==> src/rtl/rxig_pkg.sv <==
package rxig_pkg;
  localparam int unsigned CODE_W = 8;
  typedef logic [CODE_W-1:0] code_t;
  localparam code_t KEEP_CODE = code_t'(8'h20);

  // next value of the ignore flag; a host write has priority over symbols
  function automatic logic f_flag_next(input logic cur, input logic wr,
                                       input logic wd, input logic sof,
                                       input logic brk);
    if (wr)              return wd;
    else if (sof || brk) return 1'b0;
    else                 return cur;
  endfunction

  // source code as reported to the host under the current mute state
  function automatic code_t f_pass_code(input code_t code, input logic mute);
    if (!mute)              return code;
    if (code == KEEP_CODE)  return code;
    return '0;
  endfunction
endpackage

==> src/rtl/rxig_flag.sv <==
module rxig_flag (
  input  logic clk,
  input  logic rst_n,
  input  logic host_wr,
  input  logic host_wdata,
  input  logic sof_pulse,
  input  logic brk_pulse,
  output logic flag_q,
  output logic mute
);
  import rxig_pkg::*;

  logic set_evt;
  logic clr_evt;

  assign set_evt = host_wr && host_wdata;
  assign clr_evt = !host_wr && (sof_pulse || brk_pulse);
  // muted when already ignoring or when the flag is being set this cycle
  assign mute    = flag_q || set_evt;

  always_ff @(posedge clk or negedge rst_n) begin
    if (!rst_n) flag_q <= 1'b0;
    else        flag_q <= f_flag_next(flag_q, host_wr, host_wdata,
                                      sof_pulse, brk_pulse);
  end

  p_symbol_clear_r5: assert property (@(posedge clk) disable iff (!rst_n)
    clr_evt |=> !flag_q);
  p_write_wins_r6: assert property (@(posedge clk) disable iff (!rst_n)
    (set_evt && (sof_pulse || brk_pulse)) |=> flag_q);
  p_write_zero_r2: assert property (@(posedge clk) disable iff (!rst_n)
    (host_wr && !host_wdata) |=> !flag_q);
endmodule

==> src/rtl/rxig_status.sv <==
module rxig_status #(
  parameter int unsigned NSTAT = 8
) (
  input  logic             clk,
  input  logic             rst_n,
  input  logic             mute,
  input  logic             flag_q,
  input  logic [NSTAT-1:0] raw_status,
  output logic [NSTAT-1:0] status_q
);
  for (genvar i = 0; i < NSTAT; i++) begin : g_bit
    always_ff @(posedge clk or negedge rst_n) begin
      if (!rst_n) status_q[i] <= 1'b0;
      else        status_q[i] <= raw_status[i] && !mute;
    end
  end

  p_held_zero_r3: assert property (@(posedge clk) disable iff (!rst_n)
    flag_q |-> (status_q == '0));
  p_tracks_raw_r9: assert property (@(posedge clk) disable iff (!rst_n)
    !mute |=> (status_q == $past(raw_status)));
  p_clear_cycle_r10: assert property (@(posedge clk) disable iff (!rst_n)
    $fell(flag_q) |-> (status_q == '0));
endmodule

==> src/rtl/rxig_irq.sv <==
module rxig_irq (
  input  logic                 clk,
  input  logic                 rst_n,
  input  logic                 mute,
  input  logic                 gie,
  input  rxig_pkg::code_t      raw_src,
  output rxig_pkg::code_t      src_q,
  output logic                 irq_q
);
  import rxig_pkg::*;

  code_t src_d;
  assign src_d = f_pass_code(raw_src, mute);

  always_ff @(posedge clk or negedge rst_n) begin
    if (!rst_n) begin
      src_q <= '0;
      irq_q <= 1'b0;
    end else begin
      src_q <= src_d;
      irq_q <= gie && (src_d != '0);
    end
  end

  p_mask_others_r7: assert property (@(posedge clk) disable iff (!rst_n)
    (mute && raw_src != KEEP_CODE) |=> (src_q == '0) && !irq_q);
  p_keep_passes_r7: assert property (@(posedge clk) disable iff (!rst_n)
    (raw_src == KEEP_CODE) |=> (src_q == KEEP_CODE));
  p_gie_gate_r8: assert property (@(posedge clk) disable iff (!rst_n)
    !gie |=> !irq_q);
  p_req_matches_r8: assert property (@(posedge clk) disable iff (!rst_n)
    irq_q |-> (src_q != '0));
endmodule

==> src/rtl/rx_ignore_gate.sv <==
module rx_ignore_gate #(
  parameter int unsigned NSTAT = 8
) (
  input  logic             clk,
  input  logic             rst_n,
  input  logic             host_wr,
  input  logic             host_wdata,
  input  logic             sof_pulse,
  input  logic             brk_pulse,
  input  logic [NSTAT-1:0] raw_status,
  input  logic [7:0]       raw_src,
  input  logic             gie,
  output logic [NSTAT-1:0] status_o,
  output logic             ignore_o,
  output logic             irq_o,
  output logic [7:0]       src_o
);
  import rxig_pkg::*;

  logic  flag_q;
  logic  mute;
  code_t src_q;

  rxig_flag u_flag (
    .clk        (clk),
    .rst_n      (rst_n),
    .host_wr    (host_wr),
    .host_wdata (host_wdata),
    .sof_pulse  (sof_pulse),
    .brk_pulse  (brk_pulse),
    .flag_q     (flag_q),
    .mute       (mute)
  );

  rxig_status #(.NSTAT(NSTAT)) u_status (
    .clk        (clk),
    .rst_n      (rst_n),
    .mute       (mute),
    .flag_q     (flag_q),
    .raw_status (raw_status),
    .status_q   (status_o)
  );

  rxig_irq u_irq (
    .clk     (clk),
    .rst_n   (rst_n),
    .mute    (mute),
    .gie     (gie),
    .raw_src (code_t'(raw_src)),
    .src_q   (src_q),
    .irq_q   (irq_o)
  );

  assign ignore_o = flag_q;
  assign src_o    = src_q;

  // a set write drops that cycle's inputs at once
  p_set_drops_r4: assert property (@(posedge clk) disable iff (!rst_n)
    (host_wr && host_wdata) |=> (status_o == '0) && ignore_o);
endmodule

==> config.mk <==
export PLATFORM = sky130hd
export DESIGN_NAME = rx_ignore_gate
export DESIGN_NICKNAME = d
export VERILOG_FILES = /design/src/rtl/rxig_pkg.sv /design/src/rtl/rxig_flag.sv /design/src/rtl/rxig_status.sv /design/src/rtl/rxig_irq.sv /design/src/rtl/rx_ignore_gate.sv
export SDC_FILE = /design/constraint.sdc
export NUM_CORES = 1
export LEC_CHECK = 0
export BUFFER_PORTS_ARGS = -buffer_cell sky130_fd_sc_hd__buf_2
export CAP_MARGIN = 20
export CORE_MARGIN = 2
export CORE_UTILIZATION = 43
export DETAILED_ROUTE_END_ITERATION = 16
export PLACE_DENSITY = 0.8
export SYNTH_ARGS = -nofsm -noshare
export SYNTH_HDL_FRONTEND = slang
export SYNTH_SLANG_ARGS = --single-unit
==> constraint.sdc <==
create_clock -name clk -period 1.55 [get_ports clk]
set_clock_uncertainty 0.1 [all_clocks]
set_input_delay 0.2325 -clock clk [delete_from_list [all_inputs] [get_ports clk]]
set_output_delay 0.2325 -clock clk [all_outputs]
set_load 0.01 [all_outputs]
-- Word level (Yosys, flattened, before mapping)
Cells that the tools add are included.
- register bits after elaboration: 18
- latch bits: 0
- RAM bits: 0
- bits in read-only memories: 0
- output and inout port bits: 18
- memories kept: 0
- $add $sub $neg: 0
- multiply operators: 0
- divide/modulo/power cells: 0
- order comparisons: 0
- equality and inequality tests: 1
- shift-type cells: 0
- mux-type cells: 8
- bitwise operators: 0
- reductions and logical operators: 15
- operator list (kind ; count):
    2-to-1 mux 8 bit ; 4
    logical AND 1 bit ; 10
    equality test 8 x 6 -> 1 bit, second input constant ; 1
    nonzero test 8 bit ; 1
    2-to-1 mux 1 bit ; 4
    logical OR 1 bit ; 2
    nonzero test 2 bit ; 1
    logical NOT 1 bit ; 1

-- Logic depth before layout (Yosys ltp)
- word-level depth: 8
- depth in mapped cells: 3
- gate-level depth less buffers: 3

-- Hierarchy
Synthesis repeated with hierarchy kept, for this count alone.
- cell total of the unflattened synthesis: 43
- area total of the unflattened synthesis: 611.8 µm²
- modules (own cells, without submodules) (module ; instances ; cells an instance ; area each (µm²) ; seq. area each (µm²)):
    rxig_irq ; 1 ; 22 ; 309.0 ; 225.2
    rxig_status ; 1 ; 16 ; 250.2 ; 200.2
    rxig_flag ; 1 ; 5 ; 52.6 ; 25.0

-- Worst setup path after synthesis
No wires, ideal clock.
- kind: reg2reg
- start: register u_flag.flag_q
- end: register u_irq.src_q[3]
- arrival: 0.910 ns
- slack: 0.476 ns
- cell stages (with the launch flop): 4
- clock period less this slack: 1.074 ns
- cells stage by stage: dfrtp_1 > a21oi_4 > clkbuf_2 > and2_2
- longest elaborated chain between the ends: 2
- ends and longest elaborated chain (item ; RTL line ; RTL):
    start, declared ; rxig_flag.sv:8 ; output logic flag_q,
    start signal, assigned ; rxig_flag.sv:23 ; else flag_q <= f_flag_next(flag_q, host_wr, host_wdata,
    logical OR 1 bit ; rxig_flag.sv:19 ; assign mute = flag_q || set_evt;
    2-to-1 mux 8 bit ; rxig_pkg.sv:18 ; if (code == KEEP_CODE) return code;
    named net u_irq.src_d[3] ; rxig_irq.sv:12 ; code_t src_d;
    end signal, assigned ; rxig_irq.sv:20 ; src_q <= src_d;
    end, declared ; rxig_irq.sv:7 ; output rxig_pkg::code_t src_q,
The timed path passes the listed nets, and every way through them passes these cells.
A chain may end at the register's enable or synchronous reset.

-- Worst setup path after layout
- start: register u_flag.flag_q
- end: output port ignore_o
- RTL lines (item ; RTL line ; RTL):
    end, declared ; rx_ignore_gate.sv:14 ; output logic ignore_o,
No word-level cell between the ends.

==> impl_metrics.tcl <==
set metrics [dict create \
    status "finished, final reports clean" \
    clk_pin_slew_ps 90 \
    ys_warn_count 0 \
    cts_tree "built" \
    ys_types 14 \
    clkPwrFrac_pct 30.0 \
    row_count 13 \
    vdd_drop_max_v 0.0005521 \
    initial_core_util_pct 47.73 \
    avgViaCountPerCell 4.448 \
    drv_slew 0 \
    fin_nets 114 \
    clock_latency_ps 280 \
    fp.dieW_um 42.71 \
    hold_viol_final 0 \
    cts_root_buffer "clkbuf_4" \
    critical_path.max_fanout 3 \
    switching_share_pct 23.09 \
    min_path_type "in -> reg" \
    required_ps 1220 \
    p_sw_uw 212.8 \
    grt_use_met3_pct 2.553 \
    pin_count 41 \
    worstSetupEndpointType "output pin" \
    layout_setup_ws_ps 365.0 \
    die_height_um 42.71 \
    layout_common_cells "40 x buf_2, 18 x dfrtp_1, 14 x and2_1" \
    multi_input_area_um2 185.2 \
    crit_chain "buf_2" \
    p_int_uw 708.7 \
    grt-busiest-layer "met2" \
    startpoint_type "register" \
    p_per_area_nw_per_um2 1019 \
    nFillCells 98 \
    pwr-share-comb_pct 14.6 \
    fmax_mhz 843.9 \
    antenna_found_initial 0 \
    cp_data_arrival_time_ps 850 \
    setup_violations 0 \
    finalWeightedCongestion 0.6459 \
    power_frac_seq_pct 55.4 \
    yosysSeqAreaShare_pct 69.90 \
    grt_pass1_wl_mm 1.966 \
    syn_area_um2 644.4 \
    post_drt_wl_per_cell_um 11.27 \
    dr_total_vias 467 \
    syn_avg_cell_area_um2 14.01 \
    min_period_over_period_pct 76.45 \
    design.die.area_um2 1824 \
    ant_nets 0 \
    dr.pass1.iters 3 \
    grt_util_all_layers_pct 14.22 \
    drc_errors 0 \
    ctsResizeCount 0 \
    layout_min_cycle_time_ps 1185 \
    drtIter0Drc 4 \
    regArea_um2 450.4 \
    use_met2_pct 23.33 \
    synth_seq_cells 18 \
    tightest_slew_ps 372.2 \
    grt_pass1_vias 455 \
    clock-sinks 18 \
    drive_gt1_share_pct 53.33 \
    diodes 0 \
    htree_levels 1 \
    dpl_cell_area_um2 858.3 \
    cts_made_buffers 3 \
    synth_cells 46 \
    grt_setup_unrepaired "no" \
    max_stage_delay_ps 420 \
    syn_to_final_growth_pct 40.39 \
    synth_nets 69 \
    postCtsSetupRepairBufs 0 \
    path_class "reg -> out" \
    post-place-ws_ps 430.8 \
    crit_path_top_delay_cell "dfrtp_1" \
    final_common_cell "buf_2" \
    grt_max_degree 19 \
    core_area_um2 1350 \
    power.leakage_nw 0.5004 \
    port_buffers 40 \
    final_area_um2 904.6 \
    path_buf_inv 1 \
    grt-ovfl-total 0 \
    ctsLongestPathBuffers 2 \
    crit_family "flip-flops" \
    fin_tns_setup_ps 0 \
    relSlewSlack_pct 75.19 \
    cap_violations 0 \
    grt_util_met1_pct 18.54 \
    wirelength_mm 1.183 \
]
timing repair:
item                       CTS  global route
hold endpoints to repair    18             0
hold buffers                 1             0
setup endpoints to repair    0             0
routing by layer:
metal / vias up / wire length (um)
li1: 235 / -
met1: 212 / 468
met2: 20 / 620
met3: 0 / 94
met4: 0 / 0
met5: - / 0
registers in the layout (all words and copies together), names as in the netlist:
register,flops
u_flag.flag_q,1
u_irq.irq_q,1
u_irq.src_q,8
u_status.status_q,8
layout make-up:
type	count	share of cell area, %
tap	15	2.075
multi-input combinational	26	20.47
inverter	1	0.4149
sequential	18	49.79
timing repair buffer	41	23.24
clock buffer	4	4.011
synth_stat cells:
master / n / area [um^2]
dfrtp_1: 18 / 450.4
and2_1: 14 / 87.58
nand2_1: 3 / 11.26
a21oi_1: 1 / 5.000
a21oi_4: 1 / 16.27
and2_2: 1 / 7.510
clkbuf_2: 1 / 5.000
inv_1: 1 / 3.750
mux2i_1: 1 / 10.01
nand2_2: 1 / 6.260
nor2b_1: 1 / 6.260
nor3_1: 1 / 5.000
nor4_4: 1 / 21.27
o41ai_1: 1 / 8.760
final timing paths:
kind | start | cells after the start | slack (ps) | to
max reg2reg | u_flag.flag_q$_DFFE_PN0P_ | 3 | 420 | u_irq.irq_q$_DFF_PN0_
max in group asynchronous | rst_n | 2 | 800 | u_status.status_q[0]$_DFF_PN0_
max | u_flag.flag_q$_DFFE_PN0P_ | 1 | 360 | ignore_o
min in group asynchronous | rst_n | 2 | 280 | u_status.status_q[2]$_DFF_PN0_
min reg2reg | u_flag.flag_q$_DFFE_PN0P_ | 2 | 480 | u_flag.flag_q$_DFFE_PN0P_
min | brk_pulse | 2 | 30 | u_flag.flag_q$_DFFE_PN0P_
stage by stage:
stage	utilization, %	total power, mW	instances	hold WS (ps)
2_1_floorplan	-	0.5757	46	-163.1
3_3_place_gp	63.58	0.6511	100	68.34
3_5_place_dp	63.58	0.6554	100	74.32
4_1_cts	67.01	0.9360	105	25.62
5_1_grt	67.01	0.9739	105	20.17
6_report	67.01	0.9214	105	30.89
power groups by stage:
stage                     Combinational [mW]  Sequential (mW)  Clock (mW)
after detailed placement               0.135            0.520           0
after global routing                   0.151            0.513       0.310
after CTS                              0.137            0.511       0.288
after floorplan                       0.0362            0.540           0
final                                  0.134            0.511       0.277
after global placement                 0.132            0.519           0
logic make-up after synthesis:
logic type / synth area share, %
and+or+nand+nor: 22.52
AOI/OAI and AO/OA: 4.660
buffers and inverters: 1.358
DFF: 69.90
muxes: 1.553
worst register-to-register path: cells and delay by family, from the launching register on:
family             cells  cell delay [ps]
DFF                    1              420
AOI/OAI and AO/OA      1              310
muxes                  1              130
and+or+nand+nor        1               90
(Power assumes the default switching activity.)
